File: config.mk
export PLATFORM = sky130hd
export DESIGN_NAME = bus_stats_collector
export DESIGN_NICKNAME = d
export VERILOG_FILES = /design/src/rtl/bsc_pkg.sv /design/src/rtl/bsc_classifier.sv /design/src/rtl/bsc_window_timer.sv /design/src/rtl/bsc_sat_counters.sv /design/src/rtl/bsc_frame_sender.sv /design/src/rtl/bus_stats_collector.sv
export SDC_FILE = /design/constraint.sdc
export NUM_CORES = 1
export LEC_CHECK = 0
export ABC_CLOCK_PERIOD_IN_PS = 5730
export BUFFER_PORTS_ARGS = -buffer_cell sky130_fd_sc_hd__buf_4
export CAP_MARGIN = 15
export CORE_MARGIN = 2
export CORE_UTILIZATION = 50
export CTS_CLUSTER_DIAMETER = 60
export DETAILED_ROUTE_END_ITERATION = 12
export PLACE_DENSITY = 0.76
export SETUP_SLACK_MARGIN = 0.3
export SLEW_MARGIN = 20
export SYNTH_ARGS = -nofsm -noshare
export SYNTH_HDL_FRONTEND = slang
export SYNTH_SLANG_ARGS = --single-unit
File: constraint.sdc
create_clock -name clk -period 5.73 [get_ports clk]
set_input_delay 1.146 -clock clk [delete_from_list [all_inputs] [get_ports clk]]
set_output_delay 1.146 -clock clk [all_outputs]
set_load 0.005 [all_outputs]
File: src/rtl/bsc_pkg.sv
package bsc_pkg;

    typedef enum logic [1:0] {
        TXN_LINE_READ = 2'd0,
        TXN_RFO_ZERO  = 2'd1,
        TXN_RFO_LINE  = 2'd2,
        TXN_OTHER     = 2'd3
    } txn_kind_e;

    localparam int NUM_CLASSES  = 4;
    localparam int CLS_C2C      = 0;
    localparam int CLS_INV_ZERO = 1;
    localparam int CLS_INV_LINE = 2;
    localparam int CLS_BURST    = 3;

    typedef enum logic [1:0] {
        TX_IDLE = 2'd0,
        TX_SYNC = 2'd1,
        TX_DATA = 2'd2
    } tx_state_e;

endpackage

File: src/rtl/bsc_classifier.sv
module bsc_classifier
    import bsc_pkg::*;
(
    input  logic                   txn_valid,
    input  logic [1:0]             txn_type,
    input  logic                   snoop_hit,
    output logic [NUM_CLASSES-1:0] inc
);

    txn_kind_e kind;

    always_comb begin
        kind = txn_kind_e'(txn_type);
        inc  = '0;
        if (txn_valid) begin
            unique case (kind)
                TXN_LINE_READ: begin
                    inc[CLS_BURST] = 1'b1;
                    inc[CLS_C2C]   = snoop_hit;
                end
                TXN_RFO_ZERO: begin
                    inc[CLS_INV_ZERO] = 1'b1;
                end
                TXN_RFO_LINE: begin
                    inc[CLS_INV_LINE] = 1'b1;
                    inc[CLS_C2C]      = snoop_hit;
                end
                TXN_OTHER: begin
                    inc = '0;
                end
            endcase
        end
    end

endmodule

File: src/rtl/bsc_window_timer.sv
module bsc_window_timer #(
    parameter int WINDOW_CYCLES = 66_666_667
) (
    input  logic clk,
    input  logic rst_n,
    output logic tick
);

    localparam int TW = (WINDOW_CYCLES > 2) ? $clog2(WINDOW_CYCLES) : 1;
    localparam logic [TW-1:0] LAST = TW'(WINDOW_CYCLES - 1);

    logic [TW-1:0] count_q;

    assign tick = (count_q == LAST);

    always_ff @(posedge clk) begin
        if (!rst_n) begin
            count_q <= '0;
        end else if (tick) begin
            count_q <= '0;
        end else begin
            count_q <= count_q + 1'b1;
        end
    end

endmodule

File: src/rtl/bsc_sat_counters.sv
module bsc_sat_counters #(
    parameter int NUM   = 4,
    parameter int CNT_W = 32
) (
    input  logic                 clk,
    input  logic                 rst_n,
    input  logic [NUM-1:0]       inc,
    input  logic                 clear,
    output logic [NUM*CNT_W-1:0] cnt_flat,
    output logic [NUM*CNT_W-1:0] snap_flat
);

    localparam logic [CNT_W-1:0] MAX = '1;

    for (genvar g = 0; g < NUM; g++) begin : g_cnt
        logic [CNT_W-1:0] cnt_q;
        logic             bump;

        assign bump = inc[g] && (cnt_q != MAX);
        assign cnt_flat[g*CNT_W +: CNT_W]  = cnt_q;
        assign snap_flat[g*CNT_W +: CNT_W] = bump ? cnt_q + 1'b1 : cnt_q;

        always_ff @(posedge clk) begin
            if (!rst_n) begin
                cnt_q <= '0;
            end else if (clear) begin
                cnt_q <= '0;
            end else if (bump) begin
                cnt_q <= cnt_q + 1'b1;
            end
        end
    end

endmodule

File: src/rtl/bsc_frame_sender.sv
module bsc_frame_sender
    import bsc_pkg::*;
#(
    parameter int          NUM       = 4,
    parameter int          CNT_W     = 32,
    parameter logic [7:0]  SYNC_BYTE = 8'hA5
) (
    input  logic                 clk,
    input  logic                 rst_n,
    input  logic                 load,
    input  logic [NUM*CNT_W-1:0] load_data,
    input  logic                 tx_ready,
    output logic                 tx_valid,
    output logic [7:0]           tx_data,
    output logic                 overrun
);

    localparam int BYTES_PER   = CNT_W / 8;
    localparam int TOTAL_BYTES = NUM * BYTES_PER;
    localparam int IW          = (TOTAL_BYTES > 2) ? $clog2(TOTAL_BYTES) : 1;
    localparam logic [IW-1:0] LAST_IDX = IW'(TOTAL_BYTES - 1);

    tx_state_e            state_q, state_d;
    logic [NUM*CNT_W-1:0] frame_q;
    logic [IW-1:0]        idx_q;
    logic                 overrun_q;

    // state register
    always_ff @(posedge clk) begin
        if (!rst_n) begin
            state_q <= TX_IDLE;
        end else begin
            state_q <= state_d;
        end
    end

    // transitions
    always_comb begin
        state_d = state_q;
        unique case (state_q)
            TX_IDLE: if (load) state_d = TX_SYNC;
            TX_SYNC: if (tx_ready) state_d = TX_DATA;
            TX_DATA: if (tx_ready && idx_q == LAST_IDX) state_d = TX_IDLE;
            default: state_d = TX_IDLE;
        endcase
    end

    // frame shift register, byte index and overrun flag
    always_ff @(posedge clk) begin
        if (!rst_n) begin
            frame_q   <= '0;
            idx_q     <= '0;
            overrun_q <= 1'b0;
        end else begin
            if (load && state_q != TX_IDLE) begin
                overrun_q <= 1'b1;
            end
            if (state_q == TX_IDLE && load) begin
                frame_q <= load_data;
                idx_q   <= '0;
            end else if (state_q == TX_DATA && tx_ready) begin
                frame_q <= frame_q >> 8;
                idx_q   <= idx_q + 1'b1;
            end
        end
    end

    // outputs
    always_comb begin
        tx_valid = 1'b0;
        tx_data  = 8'h00;
        unique case (state_q)
            TX_IDLE: begin
                tx_valid = 1'b0;
                tx_data  = 8'h00;
            end
            TX_SYNC: begin
                tx_valid = 1'b1;
                tx_data  = SYNC_BYTE;
            end
            TX_DATA: begin
                tx_valid = 1'b1;
                tx_data  = frame_q[7:0];
            end
            default: begin
                tx_valid = 1'b0;
                tx_data  = 8'h00;
            end
        endcase
    end

    assign overrun = overrun_q;

endmodule

File: src/rtl/bus_stats_collector.sv
module bus_stats_collector
    import bsc_pkg::*;
#(
    parameter int         WINDOW_CYCLES = 66_666_667,
    parameter int         CNT_W         = 32,
    parameter logic [7:0] SYNC_BYTE     = 8'hA5
) (
    input  logic       clk,
    input  logic       rst_n,
    input  logic       txn_valid,
    input  logic [1:0] txn_type,
    input  logic       snoop_hit,
    input  logic       tx_ready,
    output logic       tx_valid,
    output logic [7:0] tx_data,
    output logic       overrun
);

    logic [NUM_CLASSES-1:0]       class_inc;
    logic                         win_tick;
    logic [NUM_CLASSES*CNT_W-1:0] cnt_flat;
    logic [NUM_CLASSES*CNT_W-1:0] snap_flat;

    bsc_classifier u_class (
        .txn_valid (txn_valid),
        .txn_type  (txn_type),
        .snoop_hit (snoop_hit),
        .inc       (class_inc)
    );

    bsc_window_timer #(
        .WINDOW_CYCLES (WINDOW_CYCLES)
    ) u_timer (
        .clk   (clk),
        .rst_n (rst_n),
        .tick  (win_tick)
    );

    bsc_sat_counters #(
        .NUM   (NUM_CLASSES),
        .CNT_W (CNT_W)
    ) u_cnt (
        .clk       (clk),
        .rst_n     (rst_n),
        .inc       (class_inc),
        .clear     (win_tick),
        .cnt_flat  (cnt_flat),
        .snap_flat (snap_flat)
    );

    bsc_frame_sender #(
        .NUM       (NUM_CLASSES),
        .CNT_W     (CNT_W),
        .SYNC_BYTE (SYNC_BYTE)
    ) u_send (
        .clk       (clk),
        .rst_n     (rst_n),
        .load      (win_tick),
        .load_data (snap_flat),
        .tx_ready  (tx_ready),
        .tx_valid  (tx_valid),
        .tx_data   (tx_data),
        .overrun   (overrun)
    );

endmodule

==> results of run 1 <==
-- registers in the layout, indices dropped and copies added, names as in the netlist --
| register | flops |
|---|---|
| u_send.overrun | 1 |
| u_send.idx_q | 4 |
| u_timer.count_q | 26 |
| u_send.frame_q | 128 |
| u_send.state_q | 2 |
| u_cnt.g_cnt.cnt_q | 128 |
-- cells in the mapped netlist (all sizes together) --
library cell / instances / area, um^2
nand4b: 3 / 26.3
o211ai: 1 / 7.51
nand3: 68 / 340
a21oi: 88 / 444
nor4b: 4 / 47.6
and4b: 1 / 10.0
and4: 14 / 123
a31oi: 5 / 31.3
or4: 4 / 41.3
and3: 46 / 288
a221oi: 14 / 123
and3b: 2 / 17.5
xor2: 65 / 569
clkbuf: 51 / 191
o31ai: 2 / 15.0
mux2i: 20 / 200
and4bb: 1 / 12.5
a221o: 1 / 10.0
o21bai: 1 / 7.51
nor3b: 4 / 30.0
and2: 4 / 25.0
inv: 22 / 82.6
nor2b: 12 / 75.1
nor2: 438 / 1650
nor4: 27 / 205
or3: 8 / 50.1
xnor2: 82 / 718
ha: 12 / 150
or4b: 2 / 23.8
or2: 4 / 25.0
or3b: 2 / 17.5
a211oi: 18 / 160
o21ai: 93 / 465
nand3b: 4 / 30.0
nand4: 66 / 432
o211a: 7 / 70.1
buf: 46 / 229
or4bb: 1 / 11.3
dfxtp: 289 / 5790
nor3: 42 / 215
nor4bb: 1 / 10.0
o22ai: 1 / 6.26
nand2: 117 / 442
-- layer usage --
metal | wire length, um | up-vias
met1 | 15300 | 5621
met4 | 773 | 0
met2 | 15700 | 319
met3 | 1700 | 59
met5 | 0 | -
li1 | - | 5691
-- report_power, final --
part | switching (mW) | internal [mW] | leakage, nW
Clock | 0.823 | 1.34 | 0.544
Combinational | 0.0485 | 0.0139 | 2.63
Sequential | 0.00412 | 2.01 | 2.33
-- cell type report --
class                           count  share of cell area, %
Clock inverter                     15                   1.60
Sequential cell                   289                   39.2
Timing Repair Buffer               25                   1.36
Multi-Input combinational cell   1285                   48.4
Inverter                           22                  0.560
Tap cell                          335                   2.84
Clock buffer                       40                   5.96
-- worst max-delay path: stages (launching register included) --
cell and delay (ns):
dfxtp_1 0.42, or4b_2 0.62, nor4_2 0.32, nand2_1 0.25
nor2_4 0.63, buf_4 0.66, a221oi_1 0.19
-- how the worst max path moves through the flow --
stage                          endpoint  slack [ns]  depth (start not counted)
CTS                  u_send.frame_q[61]        2.47                          6
detailed placement   u_send.frame_q[31]        2.26                          7
floorplan           u_send.frame_q[115]        2.93                          6
global route         u_send.frame_q[91]        2.21                          6
global placement     u_send.frame_q[29]        2.34                          7
finish               u_send.frame_q[92]        2.45                          6
-- metrics by stage --
stage                     hold WS [ns]  util [%]  std cells  power [mW]  cell area, um^2
after floorplan                  0.430         -       1693        2.10            13400
after detailed placement         0.469      52.0       1956        2.12            13600
after global routing             0.496      56.3       2011        4.35            14700
final                            0.472      56.3       2011        4.25            14700
after global placement           0.444      52.0       1956        2.12            13600
after CTS                        0.483      56.3       2011        4.26            14700
-- cells by family (layout without fill, tap and decap cells) --
family	after synthesis	count (layout)
buf+inv	119	102
mux	20	20
fa+ha+maj	12	12
compound gates	231	231
simple gates	875	875
flops	289	289
xor+xnor	147	147
==> results.py, run 1 <==
metrics = {
    "status": {
        "status": "finished, final reports clean",
    },
    "cts": {
        "cts_sinks": 289,
        "htree_levels": 1,
        "root_buffer": "clkbuf_16",
        "cts_hold_buffers": 0,
        "cts_made_buffers": 30,
        "cts_setup_buffers": 0,
        "cts_tree": "built",
        "cts.clk_slew.worst_paths_ns": 0.06,
        "cts_buffer_depth": 3,
        "ctsResizeCount": 0,
        "clk_latency_ns": 0.55,
    },
    "synthesis": {
        "synth_seq_area_share_pct": 43.1,
        "synth_xor_xnor_area_share_pct": 9.60,
        "syn-cell-area_mm2": 0.0134,
        "ys_ff_latch": 289,
        "syn_avg_cell_area_um2": 7.92,
        "synth_compound_area_share_pct": 9.99,
        "yosysUniqueCellTypes": 59,
        "syn_nets": 1712,
        "synth_adder_area_share_pct": 1.12,
        "synthCells": 1693,
        "synthMuxAreaShare_pct": 1.49,
        "ys_warn_count": 0,
        "synth_top_family_by_area": "simple AND/OR/NAND/NOR gates",
        "synthSimpleGateAreaFrac_pct": 30.9,
    },
    "floorplanning": {
        "fp.dieH_um": 168,
        "coreArea_mm2": 0.0262,
        "dieArea_mm2": 0.0282,
        "start_util_pct": 51.2,
        "io_pins": 17,
        "std_cell_rows": 59,
        "die_width_um": 168,
    },
    "detailed_routing": {
        "drc": 0,
        "dr.pass1.iters": 5,
        "ant_nets": 0,
        "drt_wl_total_um": 33400,
        "first_iter_violations": 1042,
        "num_vias": 11700,
        "wl_per_cell_um": 16.6,
        "vias_per_cell": 5.81,
    },
    "grt": {
        "grt_max_degree": 114,
        "grt_pass1_wl_um": 55100,
        "met2_usage_pct": 38.3,
        "busiest_layer": "met2",
        "grt.total_usage_pct": 23.3,
        "met1_usage_pct": 32.7,
        "antenna_found_initial": 0,
        "grt_pass1_vias": 10900,
        "grt.met3_usage_pct": 2.70,
        "grt_overflow_total": 0,
    },
    "sta": {
        "layout_min_cycle_time_ns": 3.28,
        "post-route-period-util_pct": 57.2,
        "finalWorstSetupSlack_ns": 2.45,
        "final_hold_viol_count": 0,
        "worst_slew_pin_slew_ns": 1.04,
        "setup_violations": 0,
        "setup_tns_ns": 0,
        "slew_violations": 0,
        "fin_worst_skew_ns": 0.00826,
        "max_freq_mhz": 305,
        "slew-limit-headroom_pct": 30.3,
        "rsz0062_at_grt": "false",
    },
    "finish": {
        "antenna_cells": 0,
        "multiInputGateArea_mm2": 0.00714,
        "n_fill_cell": 2341,
        "seqCellArea_mm2": 0.00579,
        "nets": 1672,
        "mostFrequentLayoutCell": "nor2_1",
        "layout-drive-gt1-share_pct": 6.50,
        "layout_common_cells": "436 x nor2_1, 289 x dfxtp_1, 115 x nand2_1",
        "synthToLayoutAreaGrowth_pct": 9.95,
    },
    "critical_path": {
        "r2r_cells": 6,
        "r2r_setup_slack_ns": 2.45,
        "worstSetupEndpointType": "register",
        "crit_path_start": "u_timer.count_q[14]",
        "critPathMaxFanout": 57,
        "start_kind": "register",
        "path_class": "register to register",
        "crit_arrival_ns": 3.67,
        "worst_r2r_endpoint": "u_send.frame_q[92]",
        "rr_startpoint": "u_timer.count_q[14]",
        "worstPathRequired_ns": 6.12,
    },
    "worst_hold_path": {
        "whs_path_depth": 1,
        "hold_end": "u_timer.count_q[0]",
        "hp-start": "u_timer.count_q[0]",
        "hold_class": "register to register",
    },
    "run": {
        "max_cap_viol_count": 0,
    },
    "power": {
        "peakVddDrop_mv": 0.206,
        "power_leakage_nw": 5.50,
        "power_density_mw_per_mm2": 288,
    },
    "placed_design": {
        "place_ws_ns": 2.26,
        "io_buffer_count": 16,
        "dpl.hpwl_um": 21200,
        "gp_congestion": 0.841,
    },
}
(Power assumes the default switching activity.)
==> run 2, diff against run 1 <==
--- a/config.mk
+++ b/config.mk
@@ -5,14 +5,15 @@
 export SDC_FILE = /design/constraint.sdc
 export NUM_CORES = 1
 export LEC_CHECK = 0
-export ABC_CLOCK_PERIOD_IN_PS = 5730
+export ABC_AREA = 1
+export ABC_CLOCK_PERIOD_IN_PS = 3000
 export BUFFER_PORTS_ARGS = -buffer_cell sky130_fd_sc_hd__buf_4
 export CAP_MARGIN = 15
 export CORE_MARGIN = 2
 export CORE_UTILIZATION = 50
 export CTS_CLUSTER_DIAMETER = 60
 export DETAILED_ROUTE_END_ITERATION = 12
-export PLACE_DENSITY = 0.76
+export PLACE_DENSITY = 0.78
 export SETUP_SLACK_MARGIN = 0.3
 export SLEW_MARGIN = 20
 export SYNTH_ARGS = -nofsm -noshare
==> constraint.sdc (replaced) <==
create_clock -name clk -period 3 [get_ports clk]
set_input_delay 0.6 -clock clk [delete_from_list [all_inputs] [get_ports clk]]
set_output_delay 0.6 -clock clk [all_outputs]
set_load 0.005 [all_outputs]
==> run 2 against run 1 <==
Compared with the run above: worst setup slack got worse by 1.9 ns; sequential power rose by 91%; count of clock-buffer cells in the layout rose by 11; largest power group unchanged; hold slack got worse by 0.015 ns; critical path depth rose by 7; clock skew rose by 0.0073 ns; register-to-register slack got worse by 1.9 ns; highest routed layer unchanged.
==> results.py, run 2 <==
metrics = {
    "status": {
        "status": "finished, final reports clean",
    },
    "floorplanning": {
        "start_util_pct": 51.0,
        "dieArea_mm2": 0.0329,
        "die_width_um": 181,
        "io_pins": 17,
        "coreArea_mm2": 0.0308,
        "fp.dieH_um": 181,
        "std_cell_rows": 64,
    },
    "worst_hold_path": {
        "hold_class": "primary input to register",
        "hold_end": "u_send.overrun",
        "hp-start": "rst_n",
        "whs_path_depth": 2,
    },
    "detailed_routing": {
        "vias_per_cell": 5.55,
        "ant_nets": 0,
        "drt_wl_total_um": 42700,
        "wl_per_cell_um": 15.4,
        "dr.pass1.iters": 6,
        "drc": 0,
        "wl_met3_um": 2140,
        "met1_length_um": 20000,
        "wl_met2_um": 19600,
        "num_vias": 15400,
        "first_iter_violations": 1124,
        "maxUsedRoutingLayer": "met4",
    },
    "cts": {
        "cts_hold_buffers": 0,
        "root_buffer": "clkbuf_16",
        "cts_made_buffers": 35,
        "cts.clk_slew.worst_paths_ns": 0.06,
        "cts_sinks": 289,
        "htree_levels": 2,
        "cts_tree": "built",
        "cts_buffer_depth": 3,
        "clk_latency_ns": 0.53,
        "ctsResizeCount": 0,
        "cts_setup_buffers": 0,
    },
    "synthesis": {
        "ys_ff_latch": 289,
        "synth_seq_area_share_pct": 36.8,
        "ys_warn_count": 0,
        "synth_top_family_by_area": "simple AND/OR/NAND/NOR gates",
        "async_reset_ff_share_pct": 0,
        "synth.most_common_cell": "nand2_1",
        "synth_flop_cell": "dfxtp_1",
        "synthMuxAreaShare_pct": 0.636,
        "yosysUniqueCellTypes": 46,
        "synth_commonest_cells": "746 x nand2_1, 289 x dfxtp_1, 261 x nor2_1",
        "synthCells": 2379,
        "synth_top_cell_area_share_pct": 36.8,
        "syn_nets": 2398,
        "syn-cell-area_mm2": 0.0157,
        "synth_adder_area_share_pct": 0.954,
        "synthTopCellsByArea": "dfxtp_1 37%, nand2_1 18%, nand3_1 6.6%",
        "synthSimpleGateAreaFrac_pct": 40.2,
        "synth_edf_count": 0,
        "synth_xor_xnor_area_share_pct": 2.67,
        "synth_compound_area_share_pct": 10.5,
        "synth_largest_area_cell": "dfxtp_1",
        "syn_avg_cell_area_um2": 6.61,
    },
    "grt": {
        "grt_overflow_total": 0,
        "grt_max_degree": 161,
        "grt.total_usage_pct": 25.7,
        "grt_pass1_wl_um": 70700,
        "grt_pass1_vias": 14300,
        "antenna_found_initial": 0,
    },
    "critical_path": {
        "worstPathRequired_ns": 3.38,
        "crit_arrival_ns": 2.78,
        "r2r_setup_slack_ns": 0.59,
        "r2r_cells": 13,
        "start_kind": "register",
        "worstSetupEndpointType": "register",
        "rr_startpoint": "u_cnt.g_cnt[1].cnt_q[0]",
        "critPathMaxFanout": 21,
        "worst_r2r_endpoint": "u_send.frame_q[59]",
        "path_class": "register to register",
    },
    "finish": {
        "multiInputGateArea_mm2": 0.00867,
        "antenna_cells": 0,
        "layout-drive-gt1-share_pct": 8.92,
        "n_fill_cell": 2948,
        "synthToLayoutAreaGrowth_pct": 9.90,
        "mostFrequentLayoutCell": "nand2_1",
        "biggestRegsByFlops": "u_cnt.g_cnt.cnt_q x128, u_send.frame_q x128, u_timer.count_q x26",
        "layout_common_cells": "744 x nand2_1, 289 x dfxtp_1, 261 x nor2_1",
        "nets": 2371,
        "seqCellArea_mm2": 0.00579,
    },
    "sta": {
        "fin_worst_skew_ns": 0.0156,
        "setup_violations": 0,
        "worst_slew_pin_slew_ns": 0.737,
        "final_hold_viol_count": 0,
        "layout_min_cycle_time_ns": 2.41,
        "slew_violations": 0,
        "slew-limit-headroom_pct": 50.9,
        "post-route-period-util_pct": 80.2,
        "rsz0062_at_grt": "false",
        "setup_tns_ns": 0,
        "timing.hold.ws_ns": 0.457,
        "max_freq_mhz": 416,
    },
    "placed_design": {
        "io_buffer_count": 16,
        "dpl.hpwl_um": 29300,
        "gp_congestion": 0.967,
    },
    "power": {
        "power_leakage_nw": 6.99,
        "power_density_mw_per_mm2": 488,
        "peakVddDrop_mv": 0.329,
    },
    "run": {
        "max_cap_viol_count": 0,
    },
}
-- run 2: how the worst max path moves through the flow --
stage | end | depth (start not counted) | slack [ns] | from
after floorplan | u_send.frame_q[115] | 9 | 1.17 | u_send.state_q[0]
after global placement | u_send.frame_q[28] | 11 | 0.63 | txn_type[0]
after detailed placement | u_send.frame_q[19] | 9 | 0.54 | txn_type[0]
after CTS | tx_data[3] | 5 | 0.61 | u_send.state_q[0]
after global routing | u_send.frame_q[121] | 12 | 0.38 | u_cnt.g_cnt[3].cnt_q[0]
final | u_send.frame_q[59] | 13 | 0.59 | u_cnt.g_cnt[1].cnt_q[0]
-- run 2: layout make-up --
type / count / area share (%)
Multi-Input combinational cell: 1783 / 50.1
Inverter: 209 / 4.55
Clock buffer: 51 / 5.94
Tap cell: 396 / 2.87
Timing Repair Buffer: 34 / 1.98
Clock inverter: 11 / 1.06
Sequential cell: 289 / 33.5
-- run 2: worst max-delay path, cell delays in order (launching register included) --
cell and delay, ns:
dfxtp_1 0.44, ha_1 0.29, nand3_2 0.18, inv_2 0.12
nand2_2 0.08, inv_1 0.08, nand2_1 0.05, nor2_1 0.09
nand2_1 0.29, buf_4 0.33, nand2_1 0.08, nand2_1 0.04
nand2_1 0.12, o21bai_2 0.07
-- run 2: logic make-up after synthesis --
family / count (synthesis)
multiplexers: 10
buffers and inverters: 307
AO/OA/AOI/OAI: 257
XOR/XNOR: 48
AND/OR/NAND/NOR: 1456
adder cells (fa/ha/maj): 12
flip-flops: 289
-- run 2: power by group --
part	leakage, nW	internal, mW	total [mW]	switching (mW)
logic	4.07	0.0346	0.159	0.124
clock network	0.590	2.74	4.42	1.69
registers	2.33	3.85	3.86	0.0111
total	6.99	6.62	8.44	1.82
-- run 2: routing by layer --
layer	vias up	track usage, %
met2	403	42.9
li1	7714	-
met5	-	0
met3	74	3.07
met1	7193	34.9
met4	0	7.84
-- run 2: through the flow --
step	cell area, um^2	utilization, %	power (mW)	instances	setup WS [ns]
after floorplan	15700	-	4.05	2379	1.17
after global placement	16100	52.2	4.10	2711	0.634
after detailed placement	16100	52.2	4.10	2711	0.541
after CTS	17300	56.1	8.49	2773	0.613
after global routing	17300	56.1	8.67	2773	0.382
final	17300	56.1	8.44	2773	0.595
